[src/rtl/can_ts_pkg.sv]
package can_ts_pkg;
  parameter int TS_W  = 16;
  parameter int SEL_W = 2;
  typedef logic [TS_W-1:0] ts_t;
endpackage

[src/rtl/can_ts_prescaler.sv]
module can_ts_prescaler #(
  parameter int SEL_W = 2
) (
  input  logic             clk,
  input  logic             rst_n,
  input  logic             bit_tick,
  input  logic [SEL_W-1:0] sel,
  input  logic             clr,
  output logic             evt
);
  localparam int DIV_W = SEL_W;

  logic [DIV_W-1:0] phase_q, phase_d;
  logic [DIV_W-1:0] limit_q, limit_d;
  logic             at_limit;

  assign at_limit = (phase_q == limit_q);

  always_comb begin
    phase_d = phase_q;
    limit_d = limit_q;
    if (clr) begin
      phase_d = '0;
      limit_d = sel;
    end else if (bit_tick) begin
      if (at_limit) begin
        phase_d = '0;
        limit_d = sel;
      end else begin
        phase_d = phase_q + 1'b1;
      end
    end
  end

  always_ff @(posedge clk or negedge rst_n) begin
    if (!rst_n) begin
      phase_q <= '0;
      limit_q <= '0;
    end else begin
      phase_q <= phase_d;
      limit_q <= limit_d;
    end
  end

  assign evt = bit_tick & at_limit & ~clr;
endmodule

[src/rtl/can_ts_count.sv]
module can_ts_count #(
  parameter int W = 16
) (
  input  logic         clk,
  input  logic         rst_n,
  input  logic         clr,
  input  logic         evt,
  output logic [W-1:0] value
);
  logic [W-1:0] cnt_q, cnt_d;

  always_comb begin
    cnt_d = cnt_q;
    if (clr)      cnt_d = '0;
    else if (evt) cnt_d = cnt_q + 1'b1;
  end

  always_ff @(posedge clk or negedge rst_n) begin
    if (!rst_n) cnt_q <= '0;
    else        cnt_q <= cnt_d;
  end

  assign value = cnt_q;
endmodule

[src/rtl/can_ts_capture.sv]
module can_ts_capture #(
  parameter int W = 16
) (
  input  logic         clk,
  input  logic         rst_n,
  input  logic [W-1:0] now,
  input  logic         tx_done,
  input  logic         rx_done,
  input  logic         loopback,
  input  logic         rx_slot_avail,
  output logic [W-1:0] snap,
  output logic         snap_vld
);
  logic         take;
  logic [W-1:0] snap_q, snap_d;
  logic         vld_q, vld_d;

  always_comb begin
    if (loopback) take = rx_done & rx_slot_avail;
    else          take = tx_done | rx_done;
    vld_d  = take;
    snap_d = take ? now : snap_q;
  end

  always_ff @(posedge clk or negedge rst_n) begin
    if (!rst_n) begin
      snap_q <= '0;
      vld_q  <= 1'b0;
    end else begin
      snap_q <= snap_d;
      vld_q  <= vld_d;
    end
  end

  assign snap     = snap_q;
  assign snap_vld = vld_q;
endmodule

[src/rtl/can_tstamp_counter.sv]
module can_tstamp_counter
  import can_ts_pkg::*;
(
  input  logic             clk,
  input  logic             rst_n,
  input  logic             bit_tick,
  input  logic [SEL_W-1:0] presc_sel,
  input  logic             mod_reset,
  input  logic             ts_clear,
  input  logic             tx_done,
  input  logic             rx_done,
  input  logic             loopback,
  input  logic             rx_slot_avail,
  output logic [TS_W-1:0]  ts_value,
  output logic [TS_W-1:0]  cap_value,
  output logic             cap_valid
);
  logic clr;
  logic cnt_evt;
  ts_t  cur;

  assign clr = mod_reset | ts_clear;

  can_ts_prescaler #(.SEL_W(SEL_W)) u_presc (
    .clk(clk), .rst_n(rst_n), .bit_tick(bit_tick), .sel(presc_sel),
    .clr(clr), .evt(cnt_evt)
  );

  can_ts_count #(.W(TS_W)) u_count (
    .clk(clk), .rst_n(rst_n), .clr(clr), .evt(cnt_evt), .value(cur)
  );

  can_ts_capture #(.W(TS_W)) u_cap (
    .clk(clk), .rst_n(rst_n), .now(cur), .tx_done(tx_done), .rx_done(rx_done),
    .loopback(loopback), .rx_slot_avail(rx_slot_avail),
    .snap(cap_value), .snap_vld(cap_valid)
  );

  assign ts_value = cur;
endmodule

[config.mk]
export PLATFORM = sky130hd
export DESIGN_NAME = can_tstamp_counter
export DESIGN_NICKNAME = d
export VERILOG_FILES = /design/src/rtl/can_ts_pkg.sv /design/src/rtl/can_ts_prescaler.sv /design/src/rtl/can_ts_count.sv /design/src/rtl/can_ts_capture.sv /design/src/rtl/can_tstamp_counter.sv
export SDC_FILE = /design/constraint.sdc
export NUM_CORES = 1
export LEC_CHECK = 0
export ABC_AREA = 1
export BUFFER_PORTS_ARGS = -buffer_cell sky130_fd_sc_hd__buf_2
export CAP_MARGIN = 20
export CORE_UTILIZATION = 47
export CTS_BUF_LIST = sky130_fd_sc_hd__clkbuf_2
export CTS_CLUSTER_DIAMETER = 150
export DETAILED_ROUTE_END_ITERATION = 12
export PLACE_DENSITY = 0.71
export SLEW_MARGIN = 30
export SYNTH_ARGS = -nofsm -noshare
export SYNTH_HDL_FRONTEND = slang
export SYNTH_SLANG_ARGS = --single-unit
[constraint.sdc]
create_clock -name clk -period 1.78 [get_ports clk]
set_clock_uncertainty 0.1 [all_clocks]
set_input_delay 0.356 -clock clk [delete_from_list [all_inputs] [get_ports clk]]
set_output_delay 0.356 -clock clk [all_outputs]
set_load 0.005 [all_outputs]
==> flow_summary.yaml <==
status:
  status: "completed"
sta:
  tightest_slew_ps: 623.1
  fmax_mhz: 657.9
  tns_ps: 0
  slew_headroom: 0.5846
  setup_viol: 0
  fin_crit_ps: 1520
  fin_crit_sh: 0.8539
  rsz0062_at_grt: "no"
  final-hold-violation-count: 0
  slew_viol_final: 0
logic_synthesis:
  syn-instance-count: 211
  ys_seq_area_frac: 0.4852
  syn_area_sq_mm: 0.001908
  yosys.area.top_type: "dfrtp_1"
  synth_cell_types: 26
  yosysMostFrequentCell: "nand2_1"
  synth.top_cell.area_share: 0.4852
  synth-edff-count: 0
  synth_top_flop_cell: "dfrtp_1"
  ys_warn_count: 0
  syn-num-nets: 223
  synthTopCellsByCount: "39 x nand2_1, 37 x dfrtp_1, 26 x nor2_1, 19 x nand3_1, 17 x inv_1"
  synthTopCellsByArea: "dfrtp_1 49%, nand2_1 7.7%, nor2_1 5.1%"
  ys_ff_latch: 37
  syn_avg_cell_area_sq_um: 9.043
  async_flop_share: 1.000
critical_path:
  endpoint_kind: "primary output"
  reg2reg_depth: 7
  crit_fanout: 7
  required_ps: 1320
  r2r_slack_ps: 260
  r2r_end: "u_count.value[10]$_DFFE_PN0P_"
  slowest_delay_ps: 520
  crit_start: "u_count.value[10]$_DFFE_PN0P_"
  cp-start-kind: "register"
  worst-path-stages: 1
  path_class: "register to primary output"
  critPathTopFamily: "flip-flops"
  endpoint: "ts_value[10]"
  r2r-start: "u_count.value[0]$_DFFE_PN0P_"
  worst-path-buf-inv: 1
  path_cells: "buf_2"
  crit_arrival_ps: 1060
  cpMaxStageDelayCell: "dfrtp_1"
clock_tree:
  root_buffer: "clkbuf_2"
  cts_tree: "built"
  clockBufferDepth: 2
  clock_sinks: 37
  cts_buffers: 5
  htreeDepth: 2
  insertion_delay_ps: 380
  post_cts_resized: 0
  path_clk_slew_ps: 190
  post_cts_buffers: 0
drt:
  drt_iter0_drc: 75
  vias: 1534
  drt_pass1_iterations: 4
  totalWireLength_microns: 3744
  ant_nets: 0
  vias_per_cell: 4.981
  drcViolationCount: 0
  wl_per_cell_microns: 12.16
pwr:
  ir_worst_vdd_v: 0.0005659
  power_density_mw_per_mm2: 693.7
  power.leakage_nw: 1.081
floorplanning:
  dieWidth_microns: 65.72
  core_sq_mm: 0.003771
  row_count: 22
  io-pin-count: 44
  fp.dieH_microns: 65.72
  start_util: 0.5060
  die-area_sq_mm: 0.004318
layout:
  antenna_cells: 0
  syn_to_final_growth_pct: 14.69
  multi_input_area_sq_um: 838.3
  fill_cells: 339
  seq_area_sq_um: 925.9
  drive_gt1_frac: 0.3423
  fin_nets: 272
  stdcell_area_sq_mm: 0.002188
run:
  cap_violations: 0
grt:
  grt_pass1_vias: 1479
  grt-ovfl-total: 0
  grt_usage: 0.1999
  grt_max_degree: 36
  grt_pass1_wl_microns: 6437
  grt_antenna_before_repair: 0
placement:
  io_buffers: 43
  dpl.hpwl_microns: 2738
  place_congestion: 0.7674
  dpl-instance-area_sq_mm: 0.002145
worst_hold_path:
  min_path_type: "input pin to register"
[cells in the final DEF, fill, tap and decap left out]
cell type       n
dlygate4sd3_1   1
a21oi_1         9
dfrtp_1        37
nand3_2         3
inv_2           2
buf_4           4
buf_2          43
and2_1          1
nand2_2         5
o21ai_4         1
nor2_1         26
o21ai_0         9
nor2_8          1
clkbuf_2        6
mux2_2          7
ha_1            1
nand2_4         1
nand3_1        19
nand4_1         8
nor3_1          1
nand2_1        39
o21ai_1         1
a21oi_2         9
nor2_4          4
nor2_2          3
inv_1          17
clkinv_1        2
[final cells by class]
class | instances | share of cell area
multi-input cells | 148 | 0.3831
well taps | 48 | 0.02744
clock inverters | 1 | 0.001715
flip-flops and latches | 37 | 0.4231
clock buffers | 6 | 0.01372
inverters | 20 | 0.03431
repair buffers | 48 | 0.1166
[how the worst min path moves through the flow]
stage	start	to	slack [ps]	cells after the start
floorplan	rst_n	u_cap.snap[0]$_DFFE_PN0P_	-40	0
global placement	rst_n	u_cap.snap_vld$_DFF_PN0_	310	1
detailed placement	rst_n	u_cap.snap_vld$_DFF_PN0_	310	1
CTS	presc_sel[0]	u_presc.limit_q[0]$_DFFE_PN0P_	70	3
global route	presc_sel[0]	u_presc.limit_q[0]$_DFFE_PN0P_	50	3
finish	presc_sel[0]	u_presc.limit_q[0]$_DFFE_PN0P_	90	3
[sequential cells by signal (all words and copies together) (netlist names)]
name             count
u_presc.limit_q      2
u_cap.snap_vld       1
u_count.value       16
u_presc.phase_q      2
u_cap.snap          16
[power by group]
group          internal, W  switching [W]
combinational    0.0000957       0.000153
sequential        0.000888      0.0000293
clock            0.0000917       0.000260
[per-stage QoR]
step | std cells | util | hold slack (ps) | setup WS [ps] | total power [W]
after global placement | 300 | 0.5687 | 307.2 | 290.7 | 0.001177
after CTS | 308 | 0.5803 | 71.32 | 247.4 | 0.001538
after floorplan | 211 | - | -39.59 | 401.3 | 0.001110
after detailed placement | 300 | 0.5687 | 311.8 | 274.5 | 0.001186
final | 308 | 0.5803 | 89.19 | 260.0 | 0.001518
after global routing | 308 | 0.5803 | 47.17 | 137.1 | 0.001620
[logic make-up after synthesis]
family	after synthesis	synth area share
AO/OA/AOI/OAI	29	0.09967
adder cells (fa/ha/maj)	1	0.006556
buffers and inverters	26	0.07541
flip-flops	37	0.4852
multiplexers	7	0.04131
AND/OR/NAND/NOR	111	0.2918
[metal layers]
metal  vias up  global-route usage  wire, microns
met3         6             0.05903            165
li1        788                   -              -
met4         0             0.07065             41
met1       705              0.2586           1795
met2        35              0.3151           1741
met5         -                   0              0
[repair_timing]
| item | CTS | global route |
|---|---|---|
| setup endpoints to repair | 0 | 0 |
| hold buffers | 1 | 0 |
| endpoints found under the hold margin | 26 | 0 |
Note: power is estimated with default switching activity, not from simulation.
